**src/rtl/vce_pkg.sv**
```systemverilog
package vce_pkg;
  typedef enum logic [2:0] {
    ST_IDLE   = 3'd0,
    ST_SETTLE = 3'd1,
    ST_READ   = 3'd2,
    ST_CMP    = 3'd3,
    ST_FIN    = 3'd4
  } vce_state_e;
endpackage

```
**src/rtl/vce_vec_mem.sv**
```systemverilog
module vce_vec_mem #(
  parameter int PIN_W = 24,
  parameter int DEPTH = 16,
  parameter int AW    = 4
) (
  input  logic             clk,
  input  logic             wr_en,
  input  logic [AW-1:0]    wr_addr,
  input  logic [PIN_W-1:0] wr_stim,
  input  logic [PIN_W-1:0] wr_outpin,
  input  logic [PIN_W-1:0] wr_expect,
  input  logic [PIN_W-1:0] wr_care,
  input  logic [AW-1:0]    rd_addr,
  output logic [PIN_W-1:0] rd_stim,
  output logic [PIN_W-1:0] rd_outpin,
  output logic [PIN_W-1:0] rd_expect,
  output logic [PIN_W-1:0] rd_care
);
  logic [PIN_W-1:0] stim_m   [DEPTH];
  logic [PIN_W-1:0] outpin_m [DEPTH];
  logic [PIN_W-1:0] expect_m [DEPTH];
  logic [PIN_W-1:0] care_m   [DEPTH];

  always_ff @(posedge clk) begin
    if (wr_en) begin
      stim_m[wr_addr]   <= wr_stim;
      outpin_m[wr_addr] <= wr_outpin;
      expect_m[wr_addr] <= wr_expect;
      care_m[wr_addr]   <= wr_care;
    end
  end

  assign rd_stim   = stim_m[rd_addr];
  assign rd_outpin = outpin_m[rd_addr];
  assign rd_expect = expect_m[rd_addr];
  assign rd_care   = care_m[rd_addr];
endmodule

```
**src/rtl/vce_readback.sv**
```systemverilog
module vce_readback #(
  parameter int PIN_W = 24,
  parameter int GRP_W = 8,
  parameter int NGRP  = 3
) (
  input  logic             clk,
  input  logic             rst_n,
  input  logic [NGRP-1:0]  grp_sel,
  input  logic [GRP_W-1:0] grp_data,
  input  logic [PIN_W-1:0] exp_word,
  input  logic [PIN_W-1:0] care_word,
  output logic [PIN_W-1:0] mismatch
);
  logic [PIN_W-1:0] cap_word;

  for (genvar g = 0; g < NGRP; g++) begin : g_grp
    logic [GRP_W-1:0] cap_q;
    always_ff @(posedge clk or negedge rst_n) begin
      if (!rst_n)          cap_q <= '0;
      else if (grp_sel[g]) cap_q <= grp_data;
    end
    assign cap_word[g*GRP_W +: GRP_W] = cap_q;
  end

  assign mismatch = (cap_word ^ exp_word) & care_word;
endmodule

```
**src/rtl/vce_ctrl.sv**
```systemverilog
module vce_ctrl
  import vce_pkg::*;
#(
  parameter int PIN_W    = 24,
  parameter int NGRP     = 3,
  parameter int AW       = 4,
  parameter int SETTLE_W = 8
) (
  input  logic                clk,
  input  logic                rst_n,
  input  logic                start,
  input  logic [AW-1:0]       cfg_last,
  input  logic [SETTLE_W-1:0] cfg_settle,
  input  logic                cfg_stop,
  input  logic [PIN_W-1:0]    rd_stim,
  input  logic [PIN_W-1:0]    rd_outpin,
  input  logic [PIN_W-1:0]    rd_expect,
  input  logic [PIN_W-1:0]    rd_care,
  input  logic [PIN_W-1:0]    mismatch,
  output logic [AW-1:0]       rd_addr,
  output logic [PIN_W-1:0]    pin_drive,
  output logic [PIN_W-1:0]    exp_word,
  output logic [PIN_W-1:0]    care_word,
  output logic [NGRP-1:0]     grp_sel,
  output logic                busy,
  output logic                done,
  output logic                pass,
  output logic [AW-1:0]       fail_idx,
  output logic [PIN_W-1:0]    fail_bits
);
  localparam int GW = (NGRP > 1) ? $clog2(NGRP) : 1;
  localparam logic [GW-1:0] GLAST = GW'(NGRP - 1);

  vce_state_e          state_q, state_d;
  logic [AW-1:0]       idx_q, idx_d, last_q;
  logic [SETTLE_W-1:0] cnt_q, cnt_d, settle_q;
  logic [GW-1:0]       grp_q, grp_d;
  logic                stop_q, failed_q, failed_d;
  logic [AW-1:0]       fidx_d;
  logic [PIN_W-1:0]    fbits_d, drive_q, exp_q, care_q;
  logic                go, ld_vec, rec_en, hit;
  logic [PIN_W-1:0]    drive_nx;

  assign go       = (state_q == ST_IDLE) && start;
  assign hit      = |mismatch;
  assign drive_nx = (rd_stim & ~rd_outpin) | (~rd_expect & rd_outpin);

  always_comb begin
    state_d  = state_q;
    idx_d    = idx_q;
    cnt_d    = cnt_q;
    grp_d    = grp_q;
    failed_d = failed_q;
    fidx_d   = fail_idx;
    fbits_d  = fail_bits;
    ld_vec   = 1'b0;
    rec_en   = 1'b0;
    unique case (state_q)
      ST_IDLE: if (start) begin
        idx_d    = '0;
        cnt_d    = cfg_settle;
        ld_vec   = 1'b1;
        rec_en   = 1'b1;
        failed_d = 1'b0;
        fidx_d   = '0;
        fbits_d  = '0;
        state_d  = ST_SETTLE;
      end
      ST_SETTLE: begin
        if (cnt_q == '0) begin
          grp_d   = '0;
          state_d = ST_READ;
        end else begin
          cnt_d = cnt_q - 1'b1;
        end
      end
      ST_READ: begin
        if (grp_q == GLAST) state_d = ST_CMP;
        else                grp_d   = grp_q + 1'b1;
      end
      ST_CMP: begin
        if (hit && !failed_q) begin
          rec_en   = 1'b1;
          failed_d = 1'b1;
          fidx_d   = idx_q;
          fbits_d  = mismatch;
        end
        if ((hit && stop_q) || (idx_q == last_q)) begin
          state_d = ST_FIN;
        end else begin
          idx_d   = idx_q + 1'b1;
          cnt_d   = settle_q;
          ld_vec  = 1'b1;
          state_d = ST_SETTLE;
        end
      end
      ST_FIN:  state_d = ST_IDLE;
      default: state_d = ST_IDLE;
    endcase
  end

  always_comb begin
    for (int g = 0; g < NGRP; g++) begin
      grp_sel[g] = (state_q == ST_READ) && (grp_q == GW'(g));
    end
  end

  always_ff @(posedge clk or negedge rst_n) begin
    if (!rst_n) begin
      state_q <= ST_IDLE;
      idx_q   <= '0;
      cnt_q   <= '0;
      grp_q   <= '0;
    end else begin
      state_q <= state_d;
      idx_q   <= idx_d;
      cnt_q   <= cnt_d;
      grp_q   <= grp_d;
    end
  end

  always_ff @(posedge clk or negedge rst_n) begin
    if (!rst_n) begin
      last_q   <= '0;
      settle_q <= '0;
      stop_q   <= 1'b0;
    end else if (go) begin
      last_q   <= cfg_last;
      settle_q <= cfg_settle;
      stop_q   <= cfg_stop;
    end
  end

  always_ff @(posedge clk or negedge rst_n) begin
    if (!rst_n) begin
      drive_q <= '0;
      exp_q   <= '0;
      care_q  <= '0;
    end else if (ld_vec) begin
      drive_q <= drive_nx;
      exp_q   <= rd_expect;
      care_q  <= rd_care;
    end
  end

  always_ff @(posedge clk or negedge rst_n) begin
    if (!rst_n) begin
      failed_q  <= 1'b0;
      fail_idx  <= '0;
      fail_bits <= '0;
    end else if (rec_en) begin
      failed_q  <= failed_d;
      fail_idx  <= fidx_d;
      fail_bits <= fbits_d;
    end
  end

  assign rd_addr   = idx_d;
  assign pin_drive = drive_q;
  assign exp_word  = exp_q;
  assign care_word = care_q;
  assign busy      = (state_q != ST_IDLE);
  assign done      = (state_q == ST_FIN);
  assign pass      = done && !failed_q;
endmodule

```
**src/rtl/vec_check_engine.sv**
```systemverilog
module vec_check_engine #(
  parameter int PIN_W    = 24,
  parameter int GRP_W    = 8,
  parameter int DEPTH    = 16,
  parameter int SETTLE_W = 8
) (
  input  logic                      clk,
  input  logic                      rst_n,
  input  logic                      ld_we,
  input  logic [$clog2(DEPTH)-1:0]  ld_addr,
  input  logic [PIN_W-1:0]          ld_stim,
  input  logic [PIN_W-1:0]          ld_outpin,
  input  logic [PIN_W-1:0]          ld_expect,
  input  logic [PIN_W-1:0]          ld_care,
  input  logic [$clog2(DEPTH)-1:0]  cfg_last,
  input  logic [SETTLE_W-1:0]       cfg_settle,
  input  logic                      cfg_stop,
  input  logic                      start,
  output logic [PIN_W-1:0]          pin_drive,
  output logic [PIN_W/GRP_W-1:0]    grp_sel,
  input  logic [GRP_W-1:0]          grp_data,
  output logic                      busy,
  output logic                      done,
  output logic                      pass,
  output logic [$clog2(DEPTH)-1:0]  fail_idx,
  output logic [PIN_W-1:0]          fail_bits
);
  localparam int NGRP = PIN_W / GRP_W;
  localparam int AW   = $clog2(DEPTH);

  logic [AW-1:0]    rd_addr;
  logic [PIN_W-1:0] rd_stim, rd_outpin, rd_expect, rd_care;
  logic [PIN_W-1:0] exp_word, care_word, mismatch;

  vce_vec_mem #(.PIN_W(PIN_W), .DEPTH(DEPTH), .AW(AW)) u_mem (
    .clk       (clk),
    .wr_en     (ld_we),
    .wr_addr   (ld_addr),
    .wr_stim   (ld_stim),
    .wr_outpin (ld_outpin),
    .wr_expect (ld_expect),
    .wr_care   (ld_care),
    .rd_addr   (rd_addr),
    .rd_stim   (rd_stim),
    .rd_outpin (rd_outpin),
    .rd_expect (rd_expect),
    .rd_care   (rd_care)
  );

  vce_readback #(.PIN_W(PIN_W), .GRP_W(GRP_W), .NGRP(NGRP)) u_rdbk (
    .clk       (clk),
    .rst_n     (rst_n),
    .grp_sel   (grp_sel),
    .grp_data  (grp_data),
    .exp_word  (exp_word),
    .care_word (care_word),
    .mismatch  (mismatch)
  );

  vce_ctrl #(.PIN_W(PIN_W), .NGRP(NGRP), .AW(AW), .SETTLE_W(SETTLE_W)) u_ctrl (
    .clk        (clk),
    .rst_n      (rst_n),
    .start      (start),
    .cfg_last   (cfg_last),
    .cfg_settle (cfg_settle),
    .cfg_stop   (cfg_stop),
    .rd_stim    (rd_stim),
    .rd_outpin  (rd_outpin),
    .rd_expect  (rd_expect),
    .rd_care    (rd_care),
    .mismatch   (mismatch),
    .rd_addr    (rd_addr),
    .pin_drive  (pin_drive),
    .exp_word   (exp_word),
    .care_word  (care_word),
    .grp_sel    (grp_sel),
    .busy       (busy),
    .done       (done),
    .pass       (pass),
    .fail_idx   (fail_idx),
    .fail_bits  (fail_bits)
  );
endmodule

```
**config.mk**
```make
export PLATFORM = sky130hd
export DESIGN_NAME = vec_check_engine
export DESIGN_NICKNAME = d
export VERILOG_FILES = /design/src/rtl/vce_pkg.sv /design/src/rtl/vce_vec_mem.sv /design/src/rtl/vce_readback.sv /design/src/rtl/vce_ctrl.sv /design/src/rtl/vec_check_engine.sv
export SDC_FILE = /design/constraint.sdc
export NUM_CORES = 2
export LEC_CHECK = 0
export BUFFER_PORTS_ARGS = -buffer_cell sky130_fd_sc_hd__clkbuf_2
export CAP_MARGIN = 5
export CORE_ASPECT_RATIO = 1.75
export CORE_MARGIN = 4
export CORE_UTILIZATION = 57
export CTS_CLUSTER_DIAMETER = 60
export DETAILED_ROUTE_END_ITERATION = 7
export GPL_TIMING_DRIVEN = 0
export HOLD_SLACK_MARGIN = 0.06
export PLACE_DENSITY = 0.74
export SLEW_MARGIN = 15
export SYNTH_ARGS = -nofsm -noshare
export SYNTH_HDL_FRONTEND = slang
export SYNTH_SLANG_ARGS = --single-unit
```
**constraint.sdc**
```tcl
create_clock -name clk -period 5.7 [get_ports clk]
set_clock_uncertainty 0.05 [all_clocks]
set_input_delay 0.285 -clock clk [delete_from_list [all_inputs] [get_ports clk]]
set_output_delay 0.285 -clock clk [all_outputs]
set_load 0.02 [all_outputs]
```
# After elaboration in Yosys (flattened, before gate mapping)
# Memories as Yosys holds them, arrays and structs flattened. A register that Yosys moved wholly into a read port is not among the register bits.
# Cells that the tools add are included.
# op_classes
addsub,3
n_eq_ne,14
mux,31
bitwise_logic,7
reduce_logical,22
# ops
operator,count
AND 24 bit,3
2-to-1 mux 24 bit,2
NOT 24 bit,2
one-hot mux 24 bit (2 select lines),1
2-to-1 mux 8 bit,3
OR 24 bit,1
one-hot mux 8 bit (3 select lines),1
OR reduction 24 bit,1
bitwise XOR 24 bit,1
2-to-1 mux 4 bit,4
one-hot mux 4 bit (2 select lines),2
2-to-1 mux 3 bit,4
one-hot mux 3 bit (4 select lines),1
zero test 8 bit,1
"inequality test 2 bit, second input constant",4
AND reduction 4 bit,2
"subtractor 8 x 1 -> 8 bit, second input constant",1
logical AND 1 bit,7
2-to-1 mux 1 bit,7
"equality test 3 x 2 -> 1 bit, second input constant",2
"inequality test 2 x 1 -> 1 bit, second input constant",3
one-hot mux 1 bit (2 select lines),3
AND reduction 3 bit,2
nonzero test 3 bit,2
other kinds (14),17
# totals
register_bits,131
mem_bits_rw,1536
input_bits,125
word_cells,96
memories,4
# memory_table
name,depth,width,read_ports,rd_ports_with_merged_regs,wr,line_no,rtl
u_mem.care_m,16,24,1,1,1,vce_vec_mem.sv:22,logic [PIN_W-1:0] care_m [DEPTH];
u_mem.expect_m,16,24,1,0,1,vce_vec_mem.sv:21,logic [PIN_W-1:0] expect_m [DEPTH];
u_mem.outpin_m,16,24,1,0,1,vce_vec_mem.sv:20,logic [PIN_W-1:0] outpin_m [DEPTH];
u_mem.stim_m,16,24,1,0,1,vce_vec_mem.sv:19,logic [PIN_W-1:0] stim_m [DEPTH];

# Depth between registers and ports, before layout
# An unclocked memory read counts as a cell.
# logic_depth
depth_word,11
ltp_mapped,16
mapped_depth_nobuf,13

# Cells and area by module
# Synthesis repeated with hierarchy kept, for this count alone.
# unflattened
hier_cells,2970
area_unflattened_um2,64784.6
# by_module_without_submodules
module,n_inst,cells_each,area_per_inst_um2
vce_vec_mem,1,2364,57432.6
vce_ctrl,1,507,5997.0
vce_readback,1,99,1355.0

# Worst setup path before layout
# Ideal clock, no wire load.
# synth_path
path_type,input to register
start,in ld_addr[3]
end,"mem u_mem.care_m[0][0], enable pin"
arrival_ns,7.293
required_time_ns,4.980
path_slack_ns,-2.313
cell_stages,2
path_cell_list,or3b_2 nor3_1
# synth_lines
element,line_no,rtl
from (decl),vec_check_engine.sv:10,"input logic [$clog2(DEPTH)-1:0] ld_addr,"
to (decl),vce_vec_mem.sv:22,
# Straight into the memory's write port.

# Final worst setup path
# layout_path
start,reg u_ctrl.exp_q[7] (netlist: u_ctrl.exp_word[7])
end,reg u_ctrl.exp_q[17] (netlist: u_ctrl.exp_word[17])
# layout_via
elab_chain_len,8
word_cells_on_any_way,10
cone_classes,mux (4); bitwise (2); reduce/logical (3); memory (1)
# layout_rtl
element,line_no,rtl
from (decl),vce_ctrl.sv:40,"logic [PIN_W-1:0] fbits_d, drive_q, exp_q, care_q;"
from (signal assigned),vce_ctrl.sv:141,exp_q <= rd_expect;
bitwise XOR 24 bit (*),vce_readback.sv:25,assign mismatch = (cap_word ^ exp_word) & care_word;
AND 24 bit (*),vce_readback.sv:25,
OR reduction 24 bit (*),vce_ctrl.sv:45,assign hit = |mismatch;
logical AND 1 bit (*),vce_ctrl.sv:88,if ((hit && stop_q) || (idx_q == last_q)) begin
logical OR 1 bit (*),vce_ctrl.sv:88,
2-to-1 mux 4 bit,vce_ctrl.sv:88,
one-hot mux 4 bit (2 select lines),vce_ctrl.sv:58,unique case (state_q)
memory (16 x 24 bit),--,
# Every way passes the cells marked *; elsewhere a longest branch is shown, timed or not.
# A chain may end at the register's enable or synchronous reset.

==> impl_metrics.json <==
{
  "status": "complete, but fails checks",
  "violations": "setup timing",
  "multi_input_area_mm2": 0.0159,
  "grt_overflow_total": 0,
  "synth_cell_types": 55,
  "detail_route.iter0.violations": 7140,
  "synth_top_area_share_pct": 69.1,
  "antenna_found_initial": 18,
  "clock-sinks": 1691,
  "core_mm2": 0.116,
  "holdCritStartpoint": "ld_addr[2]",
  "root_buffer": "clkbuf_16",
  "critPathKind": "reg2reg",
  "slew_violations": 0,
  "cap_violations": 0,
  "syn-instance-count": 4683,
  "hold_class": "in2reg",
  "die_area_mm2": 0.123,
  "fillers": 7699,
  "syn_area_mm2": 0.0667,
  "finalNetCount": 5382,
  "max_freq_mhz": 173,
  "grt_max_degree": 81,
  "vias": 46600,
  "vdd_drop_max_mv": 0.289,
  "finalSetupViolations": 3,
  "grt_util_all_layers_pct": 34.7,
  "drt_pre_antenna_iters": 8,
  "start_kind": "flip-flop",
  "synth_edf_count": 1536,
  "critPathRequiredTime_ns": 6.27,
  "tns_ns": -0.128,
  "max_slew_margin_pct": 17.6,
  "async_reset_ff_share_pct": 9.17,
  "ant_nets": 0,
  "yosys_warnings": 0,
  "layout-drive-gt1-share_pct": 13.3,
  "grt_pass1_wl_mm": 306,
  "timing.final.crit_period_ns": 5.76,
  "syn_nets": 4814,
  "rsz0062_at_grt": "true",
  "synth_common_cells": "1536 x edfxtp_1, 1028 x nand2_1, 243 x clkbuf_1",
  "place_congestion": 0.939,
  "synth-seq-area-share_pct": 75.0,
  "die_x_um": 267,
  "worst_pin_slew_ns": 1.24,
  "clock_latency_ns": 0.78,
  "drt_wl_total_mm": 217,
  "grt_pass1_vias": 45800,
  "timing.final.ws_setup_ns": -0.0648,
  "whs_ns": 0.137,
  "drc": 0,
  "cts_tree": "built",
  "hold_viol": 0,
  "htreeDepth": 4,
  "cp_data_arrival_time_ns": 6.33,
  "routed_via_density": 6.77,
  "syn_to_final_growth_pct": 17.1,
  "wl_per_cell_um": 31.5,
  "avgSynthCellArea_um2": 14.2,
  "cp-end-kind": "flip-flop",
  "yosysTopAreaCell": "edfxtp_1",
  "critPathLaunch": "u_ctrl.exp_word[7]$_DFFE_PN0P_",
  "power_density_mw_per_mm2": 445,
  "critical_path_peak_fanout": 10,
  "post-route-period-util_pct": 101,
  "cts_made_buffers": 144,
  "yosysMostFrequentCell": "edfxtp_1",
  "reg2reg_slack_ns": -0.06,
  "hpwlAfterDp_mm": 152,
  "ys_seq_elements": 1691,
  "start_util_pct": 57.6,
  "die_h_um": 461,
  "regArea_mm2": 0.0500,
  "p_leak_nw": 26.5,
  "cts_max_path_buffers": 3,
  "total_power_mw": 34.7,
  "path_clk_slew_ns": 0.06,
  "port-buffer-count": 182,
  "synth-main-ff-cell": "edfxtp_1",
  "rows": 165,
  "r2r-start": "u_ctrl.exp_word[7]$_DFFE_PN0P_",
  "yosys-top-cells-area": "edfxtp_1 69%, dfrtp_1 5.8%, nand2_1 5.8%",
  "ios": 183
}
## per-stage QoR
stage / util [%] / instance area [um2] / worst slack (ns) / std cells
2_1_floorplan: - / 66700 / 0.284 / 4683
3_3_place_gp: 60.0 / 69500 / -4.27 / 6368
3_5_place_dp: 62.0 / 71800 / -0.461 / 6484
4_1_cts: 67.2 / 77800 / 0.0400 / 6870
5_1_grt: 67.4 / 78100 / -0.0160 / 6873
6_report: 67.4 / 78100 / -0.0648 / 6881
## routing by layer
layer	GRT usage, %	vias up	wire [um]
li1	-	19200	-
met1	39.1	22800	67700
met4	28.7	14	21700
met5	0	-	76
met2	56.1	3668	103000
met3	8.46	951	24200
## layout make-up
type | count | share of cell area [%]
multi-input cells | 2638 | 20.4
repair buffers | 422 | 5.29
clock buffers | 175 | 4.98
clock inverters | 87 | 1.03
inverters | 15 | 0.0721
diodes | 11 | 0.0352
flip-flops and latches | 1691 | 64.0
plain buffers | 339 | 1.77
well taps | 1503 | 2.41
## critical path, stage by stage (launching register included)
cell	delay, ns
dfrtp_1	0.45
xor2_1	0.21
a22oi_1	0.24
nand4_1	0.28
nor4_4	0.58
nor2_2	0.21
a21oi_4	0.52
inv_2	0.30
clkbuf_2	0.46
clkbuf_1	0.50
a21oi_1	0.24
a32o_1	0.17
o22ai_1	0.26
nor4_1	1.04
nor2_1	0.07
## worst paths after layout
check	end	cells past startpoint
hold reg to reg	u_ctrl.pin_drive[19]$_DFFE_PN0P_	2
hold / removal	u_mem.stim_m[3][13]$_DFFE_PP_	3
min in group asynchronous	u_ctrl.fail_bits[16]$_DFFE_PN0P_	3
max in group asynchronous	u_ctrl.idx_q[1]$_DFF_PN0_	4
setup reg to reg	u_ctrl.exp_word[17]$_DFFE_PN0P_	14
setup / recovery	u_ctrl.exp_word[17]$_DFFE_PN0P_	14
## sequential cells by signal, summed over array words and instances, names as in the netlist, 2 cells and up
name                cells
u_ctrl.care_word       24
u_ctrl.cnt_q            8
u_ctrl.exp_word        24
u_ctrl.fail_bits       24
u_ctrl.fail_idx         4
u_ctrl.grp_q            2
u_ctrl.idx_q            4
u_ctrl.last_q           4
u_ctrl.pin_drive       24
u_ctrl.settle_q         8
u_ctrl.state_q          3
u_mem.care_m          384
u_mem.expect_m        384
u_mem.outpin_m        384
u_mem.stim_m          384
u_rdbk.g_grp.cap_q     24
## cell usage in the layout (no fill, tap or decap), types with 48 or more instances in the layout
cell and n:
edfxtp_1 1536, nand2_1 1028, clkbuf_1 250, a21oi_1 237, clkbuf_2 193, a311oi_1 168
dfrtp_1 155, clkbuf_16 149, nand3_1 128, dlygate4sd3_1 124, a221oi_1 120, a21boi_0 118
a32o_1 96, nor2_1 73, mux2i_1 72, buf_2 67, and3_1 52, a22o_1 49
a31oi_1 49, buf_12 48
## where the power goes
group	internal, mW	switching [mW]
clock network	5.47	4.45
registers	14.2	0.477
logic	2.91	7.25
total	22.6	12.2
## cells by family (layout without fill, tap and decap cells)
group	count (synthesis)	count (layout)	share of synthesized area (%)
flip-flops	1691	1691	75.0
multiplexers	109	109	1.70
adder cells (fa/ha/maj)	6	6	0.113
other	0	11	0
buffers and inverters	354	1038	2.11
AO/OA/AOI/OAI	1062	1062	11.7
AND/OR/NAND/NOR	1430	1430	8.98
XOR/XNOR	31	31	0.407
## timing repair
item	in CTS	in global routing
buffers inserted	0	0
endpoints found under the hold margin	1744	0
setup endpoints to repair	33	33
pin swaps	0	1
hold buffers	124	0
gates resized for setup	18	53
Note: power is estimated with default switching activity, not from simulation.
